### config.mk
export PLATFORM = sky130hd
export DESIGN_NAME = serial_byte_shifter
export DESIGN_NICKNAME = d
export VERILOG_FILES = /design/src/rtl/sio_pkg.sv /design/src/rtl/sio_sck_gen.sv /design/src/rtl/sio_shift_core.sv /design/src/rtl/serial_byte_shifter.sv
export SDC_FILE = /design/constraint.sdc
export NUM_CORES = 1
export LEC_CHECK = 0
export ABC_AREA = 1
export BUFFER_PORTS_ARGS = -buffer_cell sky130_fd_sc_hd__buf_2
export CAP_MARGIN = 20
export CORE_ASPECT_RATIO = 0.7
export CORE_MARGIN = 2
export CORE_UTILIZATION = 45
export CTS_CLUSTER_SIZE = 16
export DETAILED_ROUTE_END_ITERATION = 12
export PLACE_DENSITY = 0.66
export SLEW_MARGIN = 20
export SYNTH_ARGS = -nofsm -noshare
export SYNTH_HDL_FRONTEND = slang
export SYNTH_SLANG_ARGS = --single-unit
### constraint.sdc
create_clock -name clk -period 4.6 [get_ports clk]
set_clock_uncertainty 0.2 [all_clocks]
set_input_delay 0.69 -clock clk [delete_from_list [all_inputs] [get_ports clk]]
set_output_delay 0.69 -clock clk [all_outputs]
set_load 0.005 [all_outputs]
### src/rtl/sio_pkg.sv
// Package: shared types for the serial shifter.
// Assumes: clock-select codes are fixed by the control register layout.
package sio_pkg;
    typedef enum logic [1:0] {
        SCK_FAST = 2'd0,
        SCK_MID  = 2'd1,
        SCK_SLOW = 2'd2,
        SCK_EXT  = 2'd3
    } sck_sel_e;

    typedef struct packed {
        logic fall;
        logic rise;
    } sck_ev_t;
endpackage

### src/rtl/sio_sck_gen.sv
// Module: shift-clock source. Produces one-cycle fall/rise events either from
// an internal half-period divider or from a synchronized external clock pin.
// Assumes: sel is stable while busy; sck_in is asynchronous to clk.
module sio_sck_gen
    import sio_pkg::*;
#(
    parameter int INST_DIV    = 4,
    parameter int RATE_FAST   = 2,
    parameter int RATE_MID    = 8,
    parameter int RATE_SLOW   = 32,
    parameter int SYNC_STAGES = 2
) (
    input  logic     clk,
    input  logic     rst_n,
    input  logic     busy,
    input  sck_sel_e sel,
    input  logic     sck_in,
    output sck_ev_t  ev,
    output logic     sck_out,
    output logic     sck_oe
);
    localparam int HALF_FAST = RATE_FAST * INST_DIV / 2;
    localparam int HALF_MID  = RATE_MID * INST_DIV / 2;
    localparam int HALF_SLOW = RATE_SLOW * INST_DIV / 2;
    localparam int CNT_W     = (HALF_SLOW > 1) ? $clog2(HALF_SLOW) : 1;

    logic [CNT_W-1:0]     div_q;
    logic [CNT_W-1:0]     half_m1;
    logic                 sck_q;
    logic [SYNC_STAGES:0] sync_q;
    logic                 internal;
    logic                 tick;
    logic                 ext_fall;
    logic                 ext_rise;

    // Pick the terminal count for the selected internal rate.
    always_comb begin
        case (sel)
            SCK_FAST: half_m1 = CNT_W'(HALF_FAST - 1);
            SCK_MID:  half_m1 = CNT_W'(HALF_MID - 1);
            default:  half_m1 = CNT_W'(HALF_SLOW - 1);
        endcase
    end

    assign internal = (sel != SCK_EXT);
    assign tick     = busy && internal && (div_q == half_m1);

    // Half-period divider, held at zero outside an internal transfer.
    always_ff @(posedge clk) begin
        if (!rst_n || !busy || !internal) div_q <= '0;
        else if (tick)                    div_q <= '0;
        else                              div_q <= div_q + 1'b1;
    end

    // Internal shift clock, idling high and toggling on each tick.
    always_ff @(posedge clk) begin
        if (!rst_n)    sck_q <= 1'b1;
        else if (tick) sck_q <= ~sck_q;
    end

    // Synchronizer stages plus one edge-detect stage for the external clock.
    for (genvar g = 0; g <= SYNC_STAGES; g++) begin : g_sync
        if (g == 0) begin : g_first
            // First stage captures the raw pin.
            always_ff @(posedge clk) begin
                if (!rst_n) sync_q[0] <= 1'b1;
                else        sync_q[0] <= sck_in;
            end
        end else begin : g_next
            // Later stages shift the sampled value along.
            always_ff @(posedge clk) begin
                if (!rst_n) sync_q[g] <= 1'b1;
                else        sync_q[g] <= sync_q[g-1];
            end
        end
    end

    assign ext_fall = busy && !internal && sync_q[SYNC_STAGES] && !sync_q[SYNC_STAGES-1];
    assign ext_rise = busy && !internal && !sync_q[SYNC_STAGES] && sync_q[SYNC_STAGES-1];

    assign ev.fall = (tick && sck_q) || ext_fall;
    assign ev.rise = (tick && !sck_q) || ext_rise;
    assign sck_out = sck_q;
    assign sck_oe  = internal;

    // the driven clock rests high whenever no transfer runs.
    p_sck_idle_high_r5: assert property (@(posedge clk) disable iff (!rst_n)
        !busy |-> sck_out);

    // the external source never moves the driven clock.
    p_ext_clock_quiet_r10: assert property (@(posedge clk) disable iff (!rst_n)
        (sel == SCK_EXT) |-> $stable(sck_out));
endmodule

### src/rtl/sio_shift_core.sv
// Module: shift register, bit counter and serial output flop. Shifts out on
// fall events, samples sdi on rise events, and flags the final rise.
// Assumes: load and shift events never coincide (load only when idle).
module sio_shift_core
    import sio_pkg::*;
#(
    parameter int WIDTH = 8
) (
    input  logic             clk,
    input  logic             rst_n,
    input  logic             load,
    input  logic [WIDTH-1:0] load_byte,
    input  logic             msb_first,
    input  sck_ev_t          ev,
    input  logic             sdi,
    output logic             sdo,
    output logic             last,
    output logic [WIDTH-1:0] rx_next
);
    localparam int CNT_W = (WIDTH > 1) ? $clog2(WIDTH) : 1;

    logic [WIDTH-1:0] sr_q;
    logic [CNT_W-1:0] cnt_q;
    logic             sdo_q;

    // Next shift value: sdi enters at the end opposite the outgoing bit.
    always_comb begin
        if (msb_first) rx_next = {sr_q[WIDTH-2:0], sdi};
        else           rx_next = {sdi, sr_q[WIDTH-1:1]};
    end

    // Shift register: loaded at start, shifted on every rise event.
    always_ff @(posedge clk) begin
        if (!rst_n)       sr_q <= '0;
        else if (load)    sr_q <= load_byte;
        else if (ev.rise) sr_q <= rx_next;
    end

    // Count of sampled bits within the current transfer.
    always_ff @(posedge clk) begin
        if (!rst_n)       cnt_q <= '0;
        else if (load)    cnt_q <= '0;
        else if (ev.rise) cnt_q <= cnt_q + 1'b1;
    end

    // Output flop: presents the next outgoing bit on each fall event.
    always_ff @(posedge clk) begin
        if (!rst_n)       sdo_q <= 1'b1;
        else if (ev.fall) sdo_q <= msb_first ? sr_q[WIDTH-1] : sr_q[0];
    end

    assign last = ev.rise && (cnt_q == CNT_W'(WIDTH - 1));
    assign sdo  = sdo_q;

    // serial output moves only right after a fall event.
    p_sdo_on_fall_only_r6: assert property (@(posedge clk) disable iff (!rst_n)
        !$past(ev.fall) |-> $stable(sdo));

    // sampling and shifting never happen in the same cycle as a load.
    p_no_shift_on_load_r8: assert property (@(posedge clk) disable iff (!rst_n)
        load |-> !ev.rise);
endmodule

### src/rtl/serial_byte_shifter.sv
// Module: top of the byte-wide synchronous serial shifter. Holds the data and
// control registers, the busy (start) bit and the completion flag.
// Assumes: writes arrive as single-cycle strobes; sdi is stable around the
// rising shift-clock edge.
module serial_byte_shifter
    import sio_pkg::*;
#(
    parameter int DATA_W      = 8,
    parameter int INST_DIV    = 4,
    parameter int RATE_FAST   = 2,
    parameter int RATE_MID    = 8,
    parameter int RATE_SLOW   = 32,
    parameter int SYNC_STAGES = 2
) (
    input  logic              clk,
    input  logic              rst_n,
    input  logic              data_wr,
    input  logic [DATA_W-1:0] data_in,
    input  logic              ctrl_wr,
    input  logic              ctrl_msb_first,
    input  logic [1:0]        ctrl_clk_sel,
    input  logic              ctrl_start,
    input  logic              irq_clr,
    output logic [DATA_W-1:0] data_out,
    output logic              busy,
    output logic              irq_flag,
    input  logic              sdi,
    output logic              sdo,
    input  logic              sck_in,
    output logic              sck_out,
    output logic              sck_oe
);
    logic [DATA_W-1:0] data_q;
    logic [DATA_W-1:0] rx_next;
    logic              busy_q;
    logic              irq_q;
    logic              msb_q;
    sck_sel_e          sel_q;
    logic              start_req;
    logic              last_ev;
    sck_ev_t           ev;

    assign start_req = ctrl_wr && ctrl_start && !busy_q;

    // Start bit: set by a start write, cleared after the final sample.
    always_ff @(posedge clk) begin
        if (!rst_n)         busy_q <= 1'b0;
        else if (start_req) busy_q <= 1'b1;
        else if (last_ev)   busy_q <= 1'b0;
    end

    // Mode fields, writable only while idle.
    always_ff @(posedge clk) begin
        if (!rst_n) begin
            msb_q <= 1'b0;
            sel_q <= SCK_FAST;
        end else if (ctrl_wr && !busy_q) begin
            msb_q <= ctrl_msb_first;
            sel_q <= sck_sel_e'(ctrl_clk_sel);
        end
    end

    // Data register: software load while idle, received byte at completion.
    always_ff @(posedge clk) begin
        if (!rst_n)                  data_q <= '0;
        else if (last_ev)            data_q <= rx_next;
        else if (data_wr && !busy_q) data_q <= data_in;
    end

    // Completion flag: set wins over clear.
    always_ff @(posedge clk) begin
        if (!rst_n)       irq_q <= 1'b0;
        else if (last_ev) irq_q <= 1'b1;
        else if (irq_clr) irq_q <= 1'b0;
    end

    sio_sck_gen #(
        .INST_DIV    (INST_DIV),
        .RATE_FAST   (RATE_FAST),
        .RATE_MID    (RATE_MID),
        .RATE_SLOW   (RATE_SLOW),
        .SYNC_STAGES (SYNC_STAGES)
    ) u_sck (
        .clk     (clk),
        .rst_n   (rst_n),
        .busy    (busy_q),
        .sel     (sel_q),
        .sck_in  (sck_in),
        .ev      (ev),
        .sck_out (sck_out),
        .sck_oe  (sck_oe)
    );

    sio_shift_core #(
        .WIDTH (DATA_W)
    ) u_core (
        .clk       (clk),
        .rst_n     (rst_n),
        .load      (start_req),
        .load_byte (data_q),
        .msb_first (msb_q),
        .ev        (ev),
        .sdi       (sdi),
        .sdo       (sdo),
        .last      (last_ev),
        .rx_next   (rx_next)
    );

    assign data_out = data_q;
    assign busy     = busy_q;
    assign irq_flag = irq_q;

    // a transfer begins only from a start write.
    p_busy_from_start_r3: assert property (@(posedge clk) disable iff (!rst_n)
        $rose(busy_q) |-> $past(ctrl_wr && ctrl_start));

    // completion raises the flag in the same edge that clears busy.
    p_flag_on_done_r9: assert property (@(posedge clk) disable iff (!rst_n)
        $fell(busy_q) |-> irq_q);

    // the data register is frozen throughout a transfer.
    p_data_frozen_r2: assert property (@(posedge clk) disable iff (!rst_n)
        ($past(busy_q) && busy_q) |-> $stable(data_q));
endmodule

==> impl_results.md, run 1 <==
- Area grow syn2layout: 14.21%
- Cell Rows: 19
- Antenna fix cells: 0
- Total GRT Usage: 0.1850
- Syn nets: 288
- Post-Synthesis Cell Area: 1884 µm²
- Most instantiated library cell after synthesis: nand2_1
- # DRC: 0
- Setup violators final: 0
- Slew headroom: 0.5062
- Area share of fa/ha/maj cells after synthesis: 0.01992
- Starting Density: 0.4746
- Largest cells by area after synthesis: dfxtp_1 (37%), nand2_1 (12%), inv_1 (6.8%)
- Grt total ovfl: 0
- Hold Slack: 0.2169 ns
- Crit. End Element: register
- Maximum clock frequency: 0.4740 GHz
- Layout cell share with drive strength beyond 1: 0.2526
- Most instantiated cells after synthesis: nand2_1 (60), dfxtp_1 (35), inv_1 (34)
- Crit path kind: in2reg
- Cts bufs inserted: 5
- Status: finished clean
- Main flop type after synthesis: dfxtp_1
- Hold_buf cts: 0
- Global-route wire length before repair: 6720 µm
- Post-DP HPWL: 2794 µm
- Yosys reg bits: 35
- Clk pin slew, worst setup/hold paths: 0.07 ns
- Final Hold Fails: 0
- Die Width: 81.34 µm
- Pwr/cell area: 325.6 nW/µm²
- GP Congestion: 0.8422
- DR vias/cell: 4.803
- Die ar.: 4729 µm²
- Worst skew pair latency: 0.28 ns
- Largest family of logic cells by synthesized area: simple AND/OR/NAND/NOR gates
- RSZ-0062 raised after global routing: no
- Worst setup startpoint: ctrl_wr
- Avg Cell Area, Syn: 7.084 µm²
- Simple-gate area share of the yosys netlist: 0.3765
- Core Area: 3970 µm²
- CP Data Arrival Time: 2.07 ns
- Crit path to: u_core.sr_q[0]$_SDFFE_PN0P_
- I/O Buffers: 31
- Worst slew pin tran: 0.7389 ns
- CTS H-tree depth: 2
- Worst EP required: 4.56 ns
- Mux share of post-synthesis cell area: 0.005976
- I/O Pins: 32
- Largest net degree at the start of global routing: 28
- Chip height: 58.14 µm
- Iter 0 DRT Violations: 64
- Nets: 314
- DR pass1 iterations: 4
- CP Max Fanout: 27
- Finished Core Util: 0.5421
- Post-synth top area cell: dfxtp_1
- Crit path time final: 2.110 ns
- Final TNS setup: 0 ns
- Synthesized instance count: 266
- Compound-Gate Fraction of Synth Area: 0.09562
- Area share of the largest cell type after synthesis: 0.3718
- Cell variety after synth: 23
- R2R depth: 5
- Yosys warning count: 0
- Hold Crit Class: reg2reg
- Peak VDD IR: 165.2 µV
- Vias in the first global route: 1,545
- ANT nets after route: 0
- Reg-to-Reg Start: busy$_SDFFE_PN0P_
- Post-synthesis xor/xnor area fraction: 0.02324
- Hold Crit Start: u_sck.sync_q[0]$_SDFF_PN1_
- Detailed-route via count: 1,657
- CTS sink cnt: 35
- TritonCTS clock tree: done
- PostCTS Resize Cnt: 0
- Final wirelength: 3869 µm
- Worst slack, placed: 2.178 ns
- P_leak: 1.048 nW
- Register-to-register setup slack: 2.52 ns
- Slew Viols, Final: 0
- CP startpoint kind: primary input
- Max cap viols: 0
- Reg-to-reg endpoint: u_core.sr_q[0]$_SDFFE_PN0P_
- Setup WS post-layout: 2.490 ns
- Root Driver: clkbuf_8
- Wirelength per Cell: 11.21 µm
- Sequential element share of the synthesized area: 0.3718
- Setup bufs post-CTS: 0
- Total chip power: 0.7007 mW
- Initial antenna violation count: 0
- Period Utilization, post-route: 0.4586
- Async SR Flop Fraction: 0
- Post-synth EDFFs: 0
- Longest Clk Path Bufs: 2
==> where the power goes <==
part           switching [mW]  internal [mW]
Clock                   0.114          0.175
Sequential             0.0110          0.315
Combinational          0.0497         0.0351
Total                   0.175          0.526
==> layer usage <==
metal	vias up	wire length (µm)	GRT usage
li1	897	-	-
met5	-	0	0
met4	0	35	0.07022
met3	5	209	0.05763
met2	32	1544	0.2670
met1	723	2081	0.2579
==> through the flow <==
step | instance area, µm² | cells
finish | 2152 | 345
CTS | 2152 | 345
floorplan | 1884 | 266
global route | 2152 | 345
detailed placement | 2034 | 337
global placement | 2034 | 337
==> cells in the final DEF (no fill, tap or decap), drive strengths merged <==
cell,netlist,final
xnor2,2,2
o21ai,17,17
a21oi,19,19
nand3,24,24
buf,10,31
clkbuf,2,6
nor2,29,29
nand4,11,11
mux2,1,1
bufinv,0,1
ha,3,3
dfxtp,35,35
nand2,65,65
clkinv,0,1
inv,35,35
xor2,3,3
or2,10,10
==> worst min path at each step <==
stage	to	slack, ns	cells after the start
final	u_sck.sync_q[1]$_SDFF_PN1_	0.22	1
after global placement	u_sck.sync_q[1]$_SDFF_PN1_	0.19	1
after detailed placement	u_sck.sync_q[1]$_SDFF_PN1_	0.20	1
after floorplan	u_sck.sync_q[1]$_SDFF_PN1_	0.19	1
after global routing	u_sck.sync_q[1]$_SDFF_PN1_	0.22	1
after CTS	u_sck.sync_q[1]$_SDFF_PN1_	0.22	1
==> state kept, by name, summed over array words and instances, names as in the netlist <==
register / count
u_core.cnt_q: 3
u_sck.div_q: 6
irq_flag: 1
busy: 1
sel_q: 2
data_out: 8
u_core.sr_q: 8
msb_q: 1
u_sck.sck_out: 1
u_core.sdo: 1
u_sck.sync_q: 3
==> worst max-delay path, cell delays in order <==
cell,delay [ns]
buf_2,0.10
inv_1,0.04
nor2_1,0.05
nand2_1,0.56
nand3_1,0.40
nand2_1,0.15
a21oi_1,0.06
==> logic make-up after synthesis <==
| family | after synthesis |
|---|---|
| buffers and inverters | 47 |
| XOR/XNOR | 5 |
| AO/OA/AOI/OAI | 36 |
| multiplexers | 1 |
| AND/OR/NAND/NOR | 139 |
| adder cells (fa/ha/maj) | 3 |
| flip-flops | 35 |
==> cell type report <==
class,instances,area (µm²)
clock inverter,2,35.03
sequential,35,700.7
tap,52,65.06
fill,412,1818
clock buffer,6,82.58
timing repair buffer,31,155.1
inverter,35,131.4
multi-input combinational,184,982.2
Note: power is estimated with default switching activity, not from simulation.
==> run 2, diff against run 1 <==
ABC_AREA = 0   (was 1)
PLACE_DENSITY = 0.67   (was 0.66)
clock period = 2 ns   (was 4.6 ns; I/O delays follow)
==> run 2 against run 1 <==
  * Sequential power grew 130%
  * Register-to-register slack lost 2.5 ns
  * Global-route usage shrank 0.30 points
  * Via count shrank 13%
  * First-iteration DRC count grew 50%
  * Synthesized cell count shrank 35%
  * Synthesized area shrank 12%
  * Combinational power grew 96%
  * Flip-flop and latch count is the same
  * Total power grew 110%
  * Largest cell class unchanged
==> impl_results.md, run 2 <==
- Status: finished clean
- Area grow syn2layout: 27.63%
- Highest-count cells in the layout ignoring fill and taps: dfxtp_1 (33), buf_2 (31), mux2i_1 (22), nand2_1 (17), buf_4 (15)
- Detailed-route via count: 1,445 (-13%)
- Dpl cells: 254 (-25%)
- I/O Buffers: 31 (unchanged)
- Slew Viols, Final: 0 (unchanged)
- Cell Rows: 18 (-1)
- Setup violators final: 0 (unchanged)
- Crit path time final: 1.971 ns
- CP Max Fanout: 7 (-74%)
- Synthesized instance count: 172 (-35%)
- Switch Pwr: 0.3509 mW (+100%)
- Slew headroom: 0.6730 (+0.1668)
- Antenna fix cells: 0 (unchanged)
- Main flop type after synthesis: dfxtp_1
- DR vias/cell: 5.352 (+11%)
- Die ar.: 4214 µm² (-11%)
- Post-DP HPWL: 2636 µm (-5.7%)
- Root Driver: clkbuf_8
- Sw Ratio: 0.2380 (-0.01153)
- Worst EP required: 1.99 ns (-2.57 ns)
- Crit. End Element: register
- Sequential cell area: 705.7 µm² (+0.71%)
- Maximum clock frequency: 0.5073 GHz
- Global-route wire length before repair: 5740 µm (-15%)
- Logic pwr share: 0.113 (-0.008)
- Nets: 241 (-23%)
- Met3 usage: 0.05357 (-0.004061)
- Cell internal pwr: 1.124 mW (+110%)
- Syn nets: 194 (-33%)
- GP Congestion: 0.7925 (-5.9%)
- Hold Crit Class: in2reg
- Most instantiated library cell after synthesis: dfxtp_1
- Total chip power: 1.474 mW (+110%)
- Cell variety after synth: 35 (+52%)
- Period Utilization, post-route: 0.9855
- Async SR Flop Fraction: 0 (unchanged)
- Post-synth EDFFs: 0 (unchanged)
- Area share of the largest cell type after synthesis: 0.4204 (+0.04857)
- Worst slew pin tran: 0.4898 ns (-0.2491 ns)
- P_leak: 0.9641 nW (-8.0%)
- Yosys warning count: 0 (unchanged)
- CP startpoint kind: register
- Multi-input logic area: 950.9 µm² (-3.2%)
- Grt met1 use: 0.2382 (-0.01970)
- DR pass1 iterations: 6 (+2)
- Wirelength per Cell: 14.56 µm (+30%)
- Core Area: 3536 µm² (-11%)
- Die Width: 76.74 µm (-5.7%)
- Crit path kind: reg2reg
- Cts bufs inserted: 5 (unchanged)
- Clk pwr share: 0.381 (-0.032)
- ANT nets after route: 0 (unchanged)
- Yosys reg bits: 35 (unchanged)
- # DRC: 0 (unchanged)
- Post-synth top area cell: dfxtp_1
- CTS sink cnt: 35 (unchanged)
- Total GRT Usage: 0.1820 (-0.003004)
- CTS H-tree depth: 2 (unchanged)
- Met2 Use GR: 0.2851 (+0.01811)
- TritonCTS clock tree: done
- Iter 0 DRT Violations: 96 (+50%)
- Grt total ovfl: 0 (unchanged)
- Vias in the first global route: 1,200 (-22%)
- Chip height: 54.92 µm (-5.5%)
- Sequential element share of the synthesized area: 0.4204 (+0.04857)
- Avg Cell Area, Syn: 9.690 µm² (+37%)
- FILL cells: 323 (-22%)
- Pwr/cell area: 693.2 nW/µm² (+110%)
- Clk pin slew, worst setup/hold paths: 0.07 ns (about the same)
- Grt peak-use layer: met2
- Final Instance Count excl. Fillers: 270 (-22%)
- CP Data Arrival Time: 1.96 ns (-0.11 ns)
- Largest net degree at the start of global routing: 22 (-21%)
- Peak VDD IR: 580.7 µV (+250%)
- Starting Density: 0.4713 (-0.003292)
- Max cap viols: 0 (unchanged)
- Post-Synthesis Cell Area: 1667 µm² (-12%)
- Layout cell share with drive strength beyond 1: 0.3364 (+0.08380)
- Worst skew pair latency: 0.29 ns (about the same)
- I/O Pins: 32 (unchanged)
- Longest Clk Path Bufs: 2 (unchanged)
- Largest cells by area after synthesis: dfxtp_1 (42%), mux2i_1 (13%), mux2_2 (4.7%)
- Commonest non-fill, non-tap cell in the layout: dfxtp_1
- Final Hold Fails: 0 (unchanged)
- Flop pwr share: 0.506 (+0.040)
- Most instantiated cells after synthesis: dfxtp_1 (35), mux2i_1 (22), nand2_1 (17)
- Initial antenna violation count: 0 (unchanged)
- Final wirelength: 3931 µm (+1.6%)
==> run 2: cell types whose count changed after synthesis, moves of 8 or more <==
| cell | before | now |
|---|---|---|
| nand2_1 | 60 | 17 |
| inv_1 | 34 | 2 |
| mux2i_1 | 0 | 22 |
| nand3_1 | 16 | 5 |
| nor2_1 | 20 | 9 |
| or2_2 | 10 | 0 |
| a21oi_1 | 19 | 11 |
| nand3_2 | 8 | 0 |
| nand4_1 | 10 | 2 |
| nor2_2 | 8 | 0 |
| o21ai_0 | 17 | 9 |
==> run 2: metal layers <==
layer | wire [µm] | share of wire
met5 | 0 | 0
met4 | 63 | 0.016
met3 | 249 | 0.063
met2 | 1741 | 0.44
met1 | 1876 | 0.48
==> run 2: path summary, 6_finish.rpt <==
check | startpoint | endpoint | slack [ns] | cells past startpoint
setup reg to reg | u_sck.div_q[4]$_SDFF_PP0_ | u_core.sr_q[2]$_SDFFE_PN0P_ | 0.03 | 5
hold reg to reg | u_sck.sync_q[0]$_SDFF_PN1_ | u_sck.sync_q[1]$_SDFF_PN1_ | 0.22 | 1
hold / removal | irq_clr | irq_flag$_SDFFE_PN0P_ | 0.07 | 3
setup / recovery | u_sck.div_q[4]$_SDFF_PP0_ | u_core.sr_q[2]$_SDFFE_PN0P_ | 0.03 | 5
==> run 2: repair_timing <==
action | CTS | global route
buffers inserted | 0 | 5
hold buffers | 1 | 0
pin swaps | 0 | 2
endpoints found under the hold margin | 1 | 0
cloned | 0 | 2
gates resized for setup | 2 | 10
setup endpoints to repair | 11 | 9
==> run 2: worst max-delay path: stages (launching register included) <==
cell,delay (ns)
dfxtp_1,0.36
or3_4,0.41
a211oi_4,0.36
a21oi_4,0.17
nand2b_1,0.18
a22o_1,0.19
==> run 2: final cells by class <==
cell class,count,share of cell area
clock buffers,8,0.04706
multi-input cells,126,0.4471
flip-flops and latches,35,0.3318
well taps,50,0.02941
repair buffers,49,0.1412
inverters,2,0.003529
==> run 2: power groups by stage <==
stage | clock (mW) | sequential [mW] | combinational [mW]
floorplan | 0 | 0.753 | 0.0960
global placement | 0 | 0.759 | 0.148
detailed placement | 0 | 0.762 | 0.151
CTS | 0.569 | 0.746 | 0.154
global route | 0.594 | 0.749 | 0.183
finish | 0.562 | 0.746 | 0.166
==> run 2: metrics by stage <==
stage	TNS (ns)	util	hold slack, ns	instance area (µm²)	worst slack, ns
floorplan	0	-	0.1863	1667	0.1548
global placement	0	0.5418	0.1961	1916	0.02120
detailed placement	-0.3724	0.5418	0.2063	1916	-0.06860
CTS	-0.01472	0.5750	0.06113	2033	-0.007956
global route	-0.01969	0.6016	0.09540	2127	-0.01257
finish	0	0.6016	0.06804	2127	0.02894
==> run 2: logic make-up (layout without fill, tap and decap cells) <==
| family | Yosys count | in the layout | share of synthesized area |
|---|---|---|---|
| adders and majority gates | 3 | 3 | 0.02252 |
| buffers and inverters | 13 | 59 | 0.03978 |
| xor gates and xnor gates | 6 | 6 | 0.03153 |
| muxes | 29 | 29 | 0.1794 |
| AOI/OAI and AO/OA | 33 | 35 | 0.1254 |
| DFF | 35 | 35 | 0.4204 |
| and+or+nand+nor | 53 | 53 | 0.1809 |
==> run 3, diff against run 2 <==
MAX_ROUTING_LAYER = met4   (was default)
SLEW_MARGIN = default   (was 20)
==> run 3 against run 2 <==
  * Clock power is essentially flat
  * Total power shrank 0.30%
  * Critical path depth is the same
  * Via count shrank 2.4%
  * Setup slack lost 0.022 ns
  * Sequential power is essentially flat
==> impl_results.md, run 3 (synthesis results as in run 2) <==
- Reg-to-reg endpoint: u_core.sr_q[2]$_SDFFE_PN0P_
- Switch Pwr: 0.3483 mW (-0.74%)
- CP Data Arrival Time: 1.98 ns (+0.02 ns)
- Logic pwr share: 0.112 (about the same)
- Grt total ovfl: 0 (unchanged)
- Period Utilization, post-route: 0.9966 (+0.01107)
- Total chip power: 1.470 mW (-0.30%)
- Wire length on met3: 183 µm (-27%)
- Post-DP HPWL: 2636 µm (unchanged)
- CP startpoint kind: register
- CP max stage delay: 0.41 ns (about the same)
- Clk pin slew, worst setup/hold paths: 0.07 ns (about the same)
- Crit path time final: 1.993 ns (+0.02214 ns)
- Setup WS post-layout: 0.006808 ns (-0.02214 ns)
- Worst slack, placed: -0.06860 ns (unchanged)
- Die Width: 76.74 µm (unchanged)
- Register-to-register setup slack: 0.007 ns (-0.02 ns)
- M1 WL: 1924 µm (+2.6%)
- Die ar.: 4214 µm² (unchanged)
- Final wirelength: 3895 µm (-0.92%)
- Worst path top cell family by delay: compound AO/OA/AOI/OAI gates
- Highest-count cells in the layout ignoring fill and taps: dfxtp_1 (33), buf_2 (31), mux2i_1 (22), nand2_1 (17), buf_4 (14)
- Worst Path Buf+Inv: 0 (unchanged)
- Flop pwr share: 0.508 (+0.002)
- Final Hold Fails: 0 (unchanged)
- Multi-input logic area: 958.4 µm² (+0.79%)
- Sequential cell area: 705.7 µm² (unchanged)
- Cts bufs inserted: 5 (unchanged)
- Crit. End Element: register
- ANT nets after route: 0 (unchanged)
- Slew headroom: 0.6868 (+0.01377)
- Total GRT Usage: 0.1875 (+0.005538)
- Final Instance Count excl. Fillers: 269 (-0.37%)
- CTS sink cnt: 35 (unchanged)
- Worst EP required: 1.98 ns (about the same)
- Layout cell share with drive strength beyond 1: 0.3333 (-0.003030)
- Dpl cells: 254 (unchanged)
- GP Congestion: 0.8037 (+1.4%)
- Worst setup startpoint: sel_q[1]$_SDFFE_PN0P_
- I/O Buffers: 31 (unchanged)
- Peak VDD IR: 580.7 µV (about the same)
- Slowest-stage cell, CP: or3_4
- Commonest non-fill, non-tap cell in the layout: dfxtp_1
- DR pass1 iterations: 6 (unchanged)
- I/O Pins: 32 (unchanged)
- Chip height: 54.92 µm (unchanged)
- Wirelength per Cell: 14.48 µm (-0.55%)
- Global-route wire length before repair: 5747 µm (+0.12%)
- TritonCTS clock tree: done
- DR vias/cell: 5.242 (-2.1%)
- Vias in the first global route: 1,199 (-0.083%)
- Worst skew pair latency: 0.29 ns (about the same)
- Cell Rows: 18 (unchanged)
- Slew Viols, Final: 0 (unchanged)
- Crit path to: u_core.sr_q[2]$_SDFFE_PN0P_
- # DRC: 0 (unchanged)
- Max cap viols: 0 (unchanged)
- Pwr/cell area: 691.1 nW/µm² (-0.30%)
- CP cell instances: or3_4 > a211oi_4 > a21oi_4 > nand2b_1 > a22o_1
- Cell internal pwr: 1.122 mW (-0.17%)
- Worst slew pin tran: 0.4692 ns (-0.02063 ns)
- Setup violators final: 0 (unchanged)
- R2R depth: 5 (unchanged)
- Iter 0 DRT Violations: 87 (-9.4%)
- Core Area: 3536 µm² (unchanged)
- Sw Ratio: 0.2369 (-0.001050)
- Maximum clock frequency: 0.5017 GHz (-1.1%)
- Critical Path Stages: 5 (unchanged)
- Root Driver: clkbuf_8
- FILL cells: 324 (+0.31%)
- Starting Density: 0.4713 (unchanged)
- Antenna fix cells: 0 (unchanged)
- CTS H-tree depth: 2 (unchanged)
- Longest Clk Path Bufs: 2 (unchanged)
- Clk pwr share: 0.381 (about the same)
- P_leak: 0.9618 nW (-0.24%)
- Area grow syn2layout: 27.63% (unchanged)
- CP Max Fanout: 7 (unchanged)
- Largest net degree at the start of global routing: 22 (unchanged)
- Initial antenna violation count: 0 (unchanged)
- Hold Crit Class: in2reg
- Nets: 240 (-0.41%)
- Detailed-route via count: 1,410 (-2.4%)
- Reg-to-Reg Start: sel_q[1]$_SDFFE_PN0P_
- Status: finished clean
- Top Layer Used: met4
- Met2 wire length: 1728 µm (-0.75%)
- Crit path kind: reg2reg
run 3: cell count changes in the layout (fill, tap and decap cells not counted):
cell and delta:
a21oi_2 -1, a21oi_4 +1, buf_4 -1
run 3: metrics by stage:
step	cell area (µm²)	util	hold slack (ns)	setup TNS [ns]
final	2127	0.6016	0.06772	0
after floorplan	1667	-	0.1863	0
after detailed placement	1916	0.5418	0.2063	-0.3724
after global placement	1916	0.5418	0.1961	0
after CTS	2033	0.5750	0.06113	-0.01472
after global routing	2127	0.6016	0.09540	-0.02876
run 3: power by group through the flow:
stage	Combinational (mW)	Clock (mW)	Sequential, mW
CTS	0.154	0.569	0.746
detailed placement	0.151	0	0.762
finish	0.164	0.560	0.746
floorplan	0.0960	0	0.753
global placement	0.148	0	0.759
global route	0.181	0.599	0.749
run 3: worst min path at each step:
stage,start,end,slack [ns],cells after the start
2_1_floorplan,u_sck.sync_q[0]$_SDFF_PN1_,u_sck.sync_q[1]$_SDFF_PN1_,0.19,1
3_3_place_gp,u_sck.sync_q[0]$_SDFF_PN1_,u_sck.sync_q[1]$_SDFF_PN1_,0.20,1
3_5_place_dp,u_sck.sync_q[0]$_SDFF_PN1_,u_sck.sync_q[1]$_SDFF_PN1_,0.21,1
4_1_cts,irq_clr,irq_flag$_SDFFE_PN0P_,0.06,3
5_1_grt,irq_clr,irq_flag$_SDFFE_PN0P_,0.1,3
6_report,irq_clr,irq_flag$_SDFFE_PN0P_,0.07,3
run 3: routing by layer:
metal / GRT usage / vias up
li1: - / 697
met1: 0.2382 / 666
met2: 0.2851 / 40
met3: 0.05357 / 7
met4: 0.08182 / 0
met5: - / -
run 3: worst reg2reg max path: stages (launching register included):
cell and delay [ns]:
dfxtp_4 0.36, or3_4 0.42, a211oi_4 0.38, a21oi_4 0.16
nand2b_1 0.18, a22o_1 0.20
run 3: cell type report:
| type | instances | area share |
|---|---|---|
| clock buffers | 8 | 0.04706 |
| inverters | 2 | 0.003529 |
| multi-input cells | 126 | 0.4506 |
| flip-flops and latches | 35 | 0.3318 |
| well taps | 50 | 0.02941 |
| repair buffers | 48 | 0.1376 |
run 3: what timing repair did:
item                                   CTS  global route
pin swaps                                0             3
hold buffers                             1             0
setup endpoints to repair               11             9
buffers inserted                         0             4
cloned                                   0             2
endpoints found under the hold margin    1             0
gates resized for setup                  2            11
